**config.mk**
```make
export PLATFORM = sky130hd
export DESIGN_NAME = jcc_short_decoder
export DESIGN_NICKNAME = d
export VERILOG_FILES = /design/src/rtl/jcc_pkg.sv /design/src/rtl/jcc_opcode_match.sv /design/src/rtl/jcc_cond_eval.sv /design/src/rtl/jcc_addr_calc.sv /design/src/rtl/jcc_short_decoder.sv
export SDC_FILE = /design/constraint.sdc
export NUM_CORES = 1
export LEC_CHECK = 0
export BUFFER_PORTS_ARGS = -buffer_cell sky130_fd_sc_hd__buf_4
export CAP_MARGIN = 0
export CORE_AREA = 2 2 115 128
export CTS_CLUSTER_DIAMETER = 120
export DETAILED_ROUTE_END_ITERATION = 7
export DIE_AREA = 0 0 117 130
export PLACE_DENSITY = 0.65
export RECOVER_POWER = 50
export SLEW_MARGIN = 20
export SYNTH_ARGS = -nofsm -noshare
export SYNTH_HDL_FRONTEND = slang
export SYNTH_SLANG_ARGS = --single-unit
```
**constraint.sdc**
```tcl
create_clock -name clk -period 6.55 [get_ports clk]
set_input_delay 0.655 -clock clk [delete_from_list [all_inputs] [get_ports clk]]
set_output_delay 0.655 -clock clk [all_outputs]
set_load 0.02 [all_outputs]
```
**src/rtl/jcc_pkg.sv**
```systemverilog
package jcc_pkg;

    localparam int unsigned OPC_W   = 8;
    localparam int unsigned DISP_W  = 8;
    localparam int unsigned INSN_LEN = 2;
    localparam logic [3:0]  JCC_MARK = 4'b0111;

    typedef enum logic [2:0] {
        TST_OVF   = 3'd0,
        TST_CARRY = 3'd1,
        TST_ZERO  = 3'd2,
        TST_BELEQ = 3'd3,
        TST_SIGN  = 3'd4,
        TST_PAR   = 3'd5,
        TST_LESS  = 3'd6,
        TST_LEQ   = 3'd7
    } tst_sel_e;

    typedef struct packed {
        logic zf;
        logic cf;
        logic sf;
        logic of;
        logic pf;
    } flags_t;

    typedef struct packed {
        tst_sel_e sel;
        logic     inv;
    } cond_t;

    function automatic logic base_test(input tst_sel_e sel, input flags_t f);
        logic r;
        case (sel)
            TST_OVF:   r = f.of;
            TST_CARRY: r = f.cf;
            TST_ZERO:  r = f.zf;
            TST_BELEQ: r = f.cf | f.zf;
            TST_SIGN:  r = f.sf;
            TST_PAR:   r = f.pf;
            TST_LESS:  r = f.sf ^ f.of;
            default:   r = (f.sf ^ f.of) | f.zf;
        endcase
        return r;
    endfunction

endpackage

```
**src/rtl/jcc_opcode_match.sv**
```systemverilog
module jcc_opcode_match
    import jcc_pkg::*;
(
    input  logic [OPC_W-1:0] opcode,
    output logic             hit,
    output cond_t            cond
);
    always_comb begin
        hit      = (opcode[OPC_W-1:4] == JCC_MARK);
        cond.sel = tst_sel_e'(opcode[3:1]);
        cond.inv = opcode[0];
    end
endmodule

```
**src/rtl/jcc_cond_eval.sv**
```systemverilog
module jcc_cond_eval
    import jcc_pkg::*;
(
    input  cond_t  cond,
    input  flags_t flags,
    output logic   pass
);
    logic base;

    always_comb begin
        base = base_test(cond.sel, flags);
        pass = base ^ cond.inv;
    end
endmodule

```
**src/rtl/jcc_addr_calc.sv**
```systemverilog
module jcc_addr_calc
    import jcc_pkg::*;
#(
    parameter int unsigned ADDR_W = 32
) (
    input  logic [ADDR_W-1:0] base_addr,
    input  logic [DISP_W-1:0] disp,
    output logic [ADDR_W-1:0] seq_addr,
    output logic [ADDR_W-1:0] br_addr
);
    localparam int unsigned EXT_W = ADDR_W - DISP_W;
    localparam logic [ADDR_W-1:0] STEP = ADDR_W'(INSN_LEN);

    logic [ADDR_W-1:0] disp_ext;

    always_comb begin
        disp_ext = {{EXT_W{disp[DISP_W-1]}}, disp};
        seq_addr = base_addr + STEP;
        br_addr  = seq_addr + disp_ext;
    end
endmodule

```
**src/rtl/jcc_short_decoder.sv**
```systemverilog
module jcc_short_decoder
    import jcc_pkg::*;
#(
    parameter int unsigned ADDR_W = 32
) (
    input  logic              clk,
    input  logic              rst,
    input  logic              in_valid,
    input  logic [7:0]        op_byte,
    input  logic [7:0]        disp_byte,
    input  logic [ADDR_W-1:0] insn_addr,
    input  logic              flag_zf,
    input  logic              flag_cf,
    input  logic              flag_sf,
    input  logic              flag_of,
    input  logic              flag_pf,
    output logic              out_valid,
    output logic              is_jcc,
    output logic              taken,
    output logic [ADDR_W-1:0] fall_addr,
    output logic [ADDR_W-1:0] target_addr,
    output logic [ADDR_W-1:0] next_addr
);
    flags_t            flg;
    cond_t             cond;
    logic              hit;
    logic              pass;
    logic [ADDR_W-1:0] seq_c;
    logic [ADDR_W-1:0] br_c;

    assign flg = '{zf: flag_zf, cf: flag_cf, sf: flag_sf, of: flag_of, pf: flag_pf};

    jcc_opcode_match u_match (
        .opcode (op_byte),
        .hit    (hit),
        .cond   (cond)
    );

    jcc_cond_eval u_eval (
        .cond  (cond),
        .flags (flg),
        .pass  (pass)
    );

    jcc_addr_calc #(.ADDR_W(ADDR_W)) u_addr (
        .base_addr (insn_addr),
        .disp      (disp_byte),
        .seq_addr  (seq_c),
        .br_addr   (br_c)
    );

    always_ff @(posedge clk) begin
        if (rst) begin
            out_valid   <= 1'b0;
            is_jcc      <= 1'b0;
            taken       <= 1'b0;
            fall_addr   <= '0;
            target_addr <= '0;
            next_addr   <= '0;
        end else begin
            out_valid <= in_valid;
            is_jcc    <= in_valid & hit;
            taken     <= in_valid & hit & pass;
            if (in_valid) begin
                fall_addr   <= seq_c;
                target_addr <= br_c;
                next_addr   <= (hit & pass) ? br_c : seq_c;
            end
        end
    end

    // taken only ever accompanies a recognised jump
    p_taken_needs_jcc_r2: assert property (@(posedge clk) disable iff (rst)
        taken |-> is_jcc)
        else $error("taken without is_jcc");

    // a non-jump opcode never yields is_jcc or taken
    p_nonjcc_quiet_r2: assert property (@(posedge clk) disable iff (rst)
        (in_valid && op_byte[7:4] != 4'b0111) |=> (!is_jcc && !taken))
        else $error("non-jump opcode flagged");

    // invalid cycle produces no result
    p_idle_quiet_r10: assert property (@(posedge clk) disable iff (rst)
        !in_valid |=> (!out_valid && !is_jcc && !taken))
        else $error("idle cycle produced output");

    // fall-through follows the presented address by two
    p_fall_step_r5: assert property (@(posedge clk) disable iff (rst)
        in_valid |=> (fall_addr == $past(insn_addr) + ADDR_W'(2)))
        else $error("fall-through address wrong");

    // next fetch agrees with the taken decision
    p_next_sel_r8: assert property (@(posedge clk) disable iff (rst)
        out_valid |-> (next_addr == (taken ? target_addr : fall_addr)))
        else $error("next address disagrees with taken");

endmodule

```
==> results of run 1 <==
-- state kept, by name (all words and copies together) (netlist names) --
name / count
out_valid: 1
is_jcc: 1
target_addr: 32
next_addr: 32
taken: 1
fall_addr: 32
-- metrics by stage --
step	util [%]	std cells	total power, mW	setup WS, ns	instance area (um2)
global route	51.7	1091	1.76	1.72	7290
detailed placement	52.4	1077	1.23	2.21	7390
floorplan	-	773	1.03	2.83	6140
finish	51.7	1091	1.67	2.19	7290
CTS	54.2	1091	1.72	2.56	7650
global placement	52.4	1077	1.23	2.30	7390
-- synthesized netlist by cell type, drive strengths merged, types with 3 or more instances --
| master | count |
|---|---|
| nand4 | 21 |
| a311oi | 13 |
| buf | 10 |
| a32o | 3 |
| nor3 | 26 |
| ha | 39 |
| nor2b | 3 |
| o21ai | 29 |
| o211ai | 5 |
| o21a | 3 |
| xnor2 | 26 |
| nand3 | 19 |
| a31oi | 8 |
| and4 | 4 |
| dfxtp | 99 |
| inv | 26 |
| a22o | 6 |
| o221ai | 3 |
| and3 | 10 |
| a31o | 3 |
| a211o | 3 |
| a21o | 21 |
| xor2 | 33 |
| a211oi | 22 |
| nand2 | 79 |
| a21oi | 40 |
| a221oi | 3 |
| mux2i | 25 |
| nor2 | 120 |
| nand2b | 7 |
| clkbuf | 35 |
-- worst max-delay path by stage --
stage,endpoint,slack [ns],startpoint,cells past startpoint
5_1_grt,next_addr[30],1.72,in_valid,4
2_1_floorplan,next_addr[30],2.83,insn_addr[1],16
3_5_place_dp,target_addr[31],2.21,insn_addr[1],15
6_report,target_addr[29],2.19,in_valid,5
4_1_cts,target_addr[31],2.56,insn_addr[1],15
3_3_place_gp,next_addr[30],2.30,insn_addr[1],16
-- cell type report --
cell class	instances	area [um2]
clock buffer	10	229
clock inverter	4	28.8
fill	1503	6810
inverter	26	97.6
multi-input combinational	603	3890
sequential	99	1980
tap	192	240
timing repair buffer	157	818
-- cell families after synthesis --
| kind of cell | count (synthesis) | synth area share (%) |
|---|---|---|
| and+or+nand+nor | 299 | 21.9 |
| muxes | 26 | 4.26 |
| AOI/OAI and AO/OA | 179 | 20.3 |
| xor gates and xnor gates | 59 | 8.53 |
| DFF | 99 | 32.3 |
| buffers and inverters | 71 | 4.46 |
| adders and majority gates | 40 | 8.27 |
-- per-layer routing --
layer	up-vias	track usage (%)	part of all wire [%]
li1	3010	-	-
met1	2713	29.0	42
met2	181	41.6	48
met3	46	5.48	5.1
met4	0	12.9	4.7
met5	-	0	0
-- worst min-delay path: stages (launching register included) --
cell     delay, ns
dfxtp_1       0.31
nand2_1       0.05
o21ai_1       0.05
-- power breakdown --
part           switching [mW]  internal [mW]  total, mW
Combinational           0.317          0.180      0.498
Clock                   0.236          0.254      0.490
Sequential             0.0289          0.654      0.683
==> results.toml, run 1 <==
[status]
outcome = "finished with violations"
violations = "max-capacitance violations, max-slew violations"

[sta]
setup_viol = 0
setup_tns_ns = 0
finalHoldViolCount = 0
max_freq_mhz = 230
rsz0062_at_grt = "no"
worst_pin_slew_ns = 2.80
period_share_pct = 66.5
holdWs_ns = 0.453
max-slew-margin-rel_pct = -86.7
drv_slew = 124
fin_skew_ns = 0
min_period_ns = 4.36

[cts]
clock_latency_ns = 0.36
cts_root_buf = "clkbuf_16"
cts.path.max_buffers = 2
post_cts_buffers = 0
holdBufCountCts = 0
cts_buffers = 9
cts_max_level = 3
clkSinkCount = 99
post_cts_resized = 0
path_clk_slew_ns = 0.07
cts_tree = "yes"

[floorplan]
core-area_um2 = 14100
start_util_pct = 43.6
die_w_um = 117
die_y_um = 130
fp.dieArea_um2 = 15200
num_io_pins = 155
rows = 46

[worst_setup_path]
critPathTopFamily = "buffers and inverters"
crit_fanout = 62
reg2reg_depth = 2
r2r_slack_ns = 5.58
cp-start-kind = "input port"
required_ns = 6.85
endpoint_kind = "flop"
worst-path-buf-inv = 2
arrival_ns = 4.65
criticalPathCategory = "in2reg"
r2r_start = "next_addr[30]"
cpMaxStageDelayCell = "clkbuf_1"
slowest_delay_ns = 1.93
crit_chain = "clkbuf_1, inv_1, nor3_1, a22oi_1, nand2_1"
reg2reg_to = "next_addr[30]"

[placement]
gp_congestion = 0.948
dpl.hpwl_um = 14200
portBuffers = 154

[min_path]
hp-class = "reg2reg"
worst_hold_path.num_cells = 2
min-delay-start = "target_addr[26]"
worstHoldEndpoint = "target_addr[26]"

[detailed_routing]
drcViolationCount = 0
postRouteAntennaNets = 0
drtIter0Drc = 364
dr.pass1.iters = 5
routed_via_density = 5.45
wl_per_cell_um = 17.2
routed_wl_um = 18700
vias = 5950

[logic_synthesis]
yosysWarnings = 0
ys.flop_type = "dfxtp_1"
async_flop_share_pct = 0
yosysTopAreaCellShare_pct = 32.3
syn_avg_cell_area_um2 = 7.95
ys_seq_elements = 99
synthDistinctLibCells = 59
netlist_area_um2 = 6140
yosys-top-cells-area = "dfxtp_1, ha_1, nor2_1"
yosys.area.top_type = "dfxtp_1"
synth_nets = 869
synth-edff-count = 0
synth_cells = 773
ys_seq_area_share_pct = 32.3

[finish]
area_growth_pct = 18.6
nNetsFinal = 992
layout-drive-gt1-share_pct = 9.68
n_antenna_cell = 0
final_common_cell = "nor2_1"
mostFrequentLayoutCells = "nor2_1, dfxtp_1, clkbuf_1"

[global_route]
antenna_found_initial = 0
grt_max_degree = 63
grtUsageTotal_pct = 24.6
grt-ovfl-total = 0
grt_pass1_wl_um = 28900
grt_pass1_vias = 5583

[power]
p_leak_nw = 3.10
ir_drop_mv = 0.118
power.density_nw_per_um2 = 229

[job]
drv_cap = 2
No activity file was read; power rests on OpenSTA's default activity.
==> run 2, diff against run 1 <==
PLACE_DENSITY = 0.68   (was 0.65)
clock period = 3.9 ns   (was 6.55 ns; I/O delays follow)
==> results.toml, run 2 (same netlist as run 1, synthesis figures left out) <==
[detailed_routing]
vias = 6110
routed_wl_um = 19200
wl_per_cell_um = 17.1
drtIter0Drc = 352
drcViolationCount = 0
postRouteAntennaNets = 0
routed_via_density = 5.42
dr.pass1.iters = 5

[placement]
portBuffers = 154
dpl.hpwl_um = 15000
gp_congestion = 0.938

[power]
ir_drop_mv = 0.199
power.density_nw_per_um2 = 389
p_leak_nw = 3.30
fin_total_pwr_mw = 2.95

[finish]
layout-drive-gt1-share_pct = 13.4
n_antenna_cell = 0
top_regs = "fall_addr x32, next_addr x32, target_addr x32"
area_growth_pct = 23.7
final_common_cell = "nor2_1"
mostFrequentLayoutCells = "nor2_1, dfxtp_1, clkbuf_1"
nNetsFinal = 1026

[floorplan]
start_util_pct = 43.6
core-area_um2 = 14100
num_io_pins = 155
die_y_um = 130
rows = 46
die_w_um = 117
fp.dieArea_um2 = 15200

[worst_setup_path]
worst-path-buf-inv = 3
critPathTopFamily = "simple AND/OR/NAND/NOR gates"
endpoint_kind = "flop"
crit_chain = "buf_4, ha_1, nand2_1, nor4_2, buf_4, nand4_1, xnor2_1, ha_1, nand4_1, nor3_1, a211o_1, nor3_1, buf_4, xnor2_1, a211oi_1, nor3_1"
slowest_delay_ns = 0.39
crit_fanout = 7
arrival_ns = 3.76
criticalPathCategory = "in2reg"
cpMaxStageDelayCell = "ha_1"
required_ns = 4.08
r2r_slack_ns = 3.00
cp-start-kind = "input port"

[global_route]
grtUsageTotal_pct = 25.6
grt_pass1_vias = 5867
grt-ovfl-total = 0
grt_max_degree = 79
antenna_found_initial = 0
grt_pass1_wl_um = 29800

[cts]
path_clk_slew_ns = 0.07
clock_latency_ns = 0.36
cts_root_buf = "clkbuf_16"
clkSinkCount = 99
post_cts_buffers = 0
cts_tree = "yes"
cts.path.max_buffers = 2
cts_max_level = 3
cts_buffers = 9

[sta]
drv_slew = 84
max-slew-margin-rel_pct = -47.6
period_share_pct = 91.8
setup_viol = 0
setup_tns_ns = 0
fin_skew_ns = 0
min_period_ns = 3.58
worst_pin_slew_ns = 2.21
max_freq_mhz = 279
finalHoldViolCount = 0
rsz0062_at_grt = "no"

[min_path]
hp-class = "in2reg"

[status]
outcome = "finished with violations"
violations = "max-capacitance violations, max-slew violations"

[job]
drv_cap = 2
-- run 2: layout make-up --
type	instances	area, um2
Fill cell	1466	6500
Clock buffer	11	253
Tap cell	192	240
Multi-Input combinational cell	603	3900
Sequential cell	99	1980
Timing Repair Buffer	191	1070
Clock inverter	5	57.6
Inverter	26	97.6
-- run 2: stage by stage --
stage               hold WS (ns)  cells  util, %  setup slack [ns]  instance area (um2)
floorplan                  0.490    773        -             0.443                 6140
global placement           0.438   1111     54.2             0.193                 7640
detailed placement         0.446   1111     54.2            0.0273                 7640
CTS                        0.256   1127     56.4             0.345                 7960
global route               0.275   1127     53.9            0.0256                 7600
finish                     0.273   1127     53.9             0.321                 7600
-- run 2: repair_timing --
item	in CTS	in global routing
gates resized for setup	0	1
setup endpoints to repair	0	3
hold buffers	0	0
-- run 2: layer usage --
layer	routed length [um]	GRT usage (%)
met1	7670	28.8
met2	9530	44.0
met3	1040	5.43
met4	997	15.7
met5	0	0
-- run 2: report_power, final --
part / switching, mW / internal (mW)
clock network: 0.402 / 0.535
logic: 0.545 / 0.327
registers: 0.0471 / 1.10
-- run 2: path summary, 6_finish.rpt --
| path | startpoint | endpoint | cells after the start |
|---|---|---|---|
| worst max register to register | next_addr[30] | next_addr[30] | 2 |
| worst max-delay path | insn_addr[1] | next_addr[19] | 16 |
| worst min-delay path | insn_addr[1] | fall_addr[1] | 2 |
| worst min register to register | target_addr[26] | target_addr[26] | 2 |
-- run 2: worst register-to-register path: cells and delay by family, from the launching register on --
kind,cells,cell delay (ns)
AO/OA/AOI/OAI,1,0.37
AND/OR/NAND/NOR,1,0.06
flip-flops,1,0.36
==> run 3, diff against run 2 <==
PLACE_DENSITY = 0.7   (was 0.68)
TNS_END_PERCENT = 1   (was default)
clock period = 4 ns   (was 3.9 ns; I/O delays follow)
==> results.toml, run 3 (same netlist as run 1, synthesis figures left out) <==
[placement]
gp_congestion = 0.951
portBuffers = 154
dpl.hpwl_um = 15200
place_inst = 1103

[cts]
cts_root_buf = "clkbuf_16"
cts_buffers = 9
clock_latency_ns = 0.36
post_cts_resized = 0
holdBufCountCts = 0
post_cts_buffers = 0
cts_max_level = 3
clkSinkCount = 99
cts.path.max_buffers = 2
cts_tree = "yes"
path_clk_slew_ns = 0.07

[worst_setup_path]
worst-path-buf-inv = 3
critPathTopFamily = "compound AO/OA/AOI/OAI gates"
criticalPathCategory = "in2reg"
cp-start-kind = "input port"
r2r_slack_ns = 3.11
slowest_delay_ns = 0.49
cpMaxStageDelayCell = "ha_1"
arrival_ns = 3.89
required_ns = 4.26
crit_chain = "buf_4, ha_1, nand2_1, nor4_2, buf_4, nand2_1, xor2_1, inv_1, ha_1, nand4_1, a2111oi_0, nor3_1, o21ai_1, xor2_1, nand2_1, a311oi_1"
critPathMostFrequentCell = "nand2_1"
endpoint_kind = "flop"
crit_fanout = 10

[power]
power.density_nw_per_um2 = 372
fin_total_pwr_mw = 2.78
ir_drop_mv = 0.192
p_leak_nw = 3.23

[detailed_routing]
drtIter0Drc = 410
routed_wl_um = 19600
drcViolationCount = 0
vias = 6176
dr.pass1.iters = 5
routed_via_density = 5.53
postRouteAntennaNets = 0
wl_per_cell_um = 17.5

[global_route]
top_usage_layer = "met2"
grt_pass1_wl_um = 30200
met2_usage_pct = 46.0
grt_pass1_vias = 5863
antenna_found_initial = 0
grtUsageTotal_pct = 25.9
grt_use_met3_pct = 4.37
grt_max_degree = 80
grt-ovfl-total = 0
grt_util_met1_pct = 28.8

[sta]
max-slew-margin-rel_pct = 43.6
rsz0062_at_grt = "no"
holdWs_ns = 0.283
setup_tns_ns = 0
drv_slew = 0
fin_skew_ns = 0
setup_viol = 0
worst_pin_slew_ns = 0.845
finalHoldViolCount = 0
max_freq_mhz = 276
period_share_pct = 90.6
min_period_ns = 3.63

[finish]
top_regs = "fall_addr x32, next_addr x32, target_addr x32"
layoutNonFillerInstCount = 1117
nNetsFinal = 1018
layout-drive-gt1-share_pct = 12.0
final_util_pct = 53.1
area_growth_pct = 21.8
final_common_cell = "nor2_1"
n_antenna_cell = 0
mostFrequentLayoutCells = "nor2_1, dfxtp_1, clkbuf_1"

[floorplan]
die_y_um = 130
num_io_pins = 155
core-area_um2 = 14100
start_util_pct = 43.6
rows = 46
die_w_um = 117
fp.dieArea_um2 = 15200

[job]
drv_cap = 0

[status]
outcome = "finished, final reports clean"

[min_path]
hp-class = "in2reg"
-- run 3: worst reg2reg max path, cell delays in order (launching register included) --
cell and delay [ns]:
dfxtp_1 0.37, nor2_1 0.06, a2111oi_1 0.36
-- run 3: path summary, 6_finish.rpt --
| check | start | endpoint | depth (start not counted) |
|---|---|---|---|
| worst max-delay path | insn_addr[1] | next_addr[23] | 16 |
| worst min-delay path | insn_addr[1] | fall_addr[1] | 2 |
| worst max register to register | next_addr[30] | next_addr[30] | 2 |
| worst min register to register | target_addr[26] | target_addr[26] | 2 |
-- run 3: area by class of cell --
class	instances	area [um2]
timing repair buffer	183	1000
tap	192	240
fill	1463	6620
multi-input combinational	603	3890
inverter	26	97.6
clock inverter	4	27.5
clock buffer	10	239
sequential	99	1980
-- run 3: power by group --
part,internal [mW],switching [mW]
Combinational,0.308,0.538
Clock,0.433,0.385
Sequential,1.07,0.0460
Total,1.81,0.969
-- run 3: stage by stage --
stage	instance area, um2	setup WS, ns
4_1_cts	7850	0.426
3_5_place_dp	7580	0.0775
2_1_floorplan	6140	0.533
3_3_place_gp	7580	0.137
5_1_grt	7480	0.0662
6_report	7480	0.375
-- run 3: routing by layer --
metal	part of all wire (%)	routed length (um)
met4	5.3	1040
met2	50	9730
met5	0	0
met3	5.6	1100
met1	39	7720
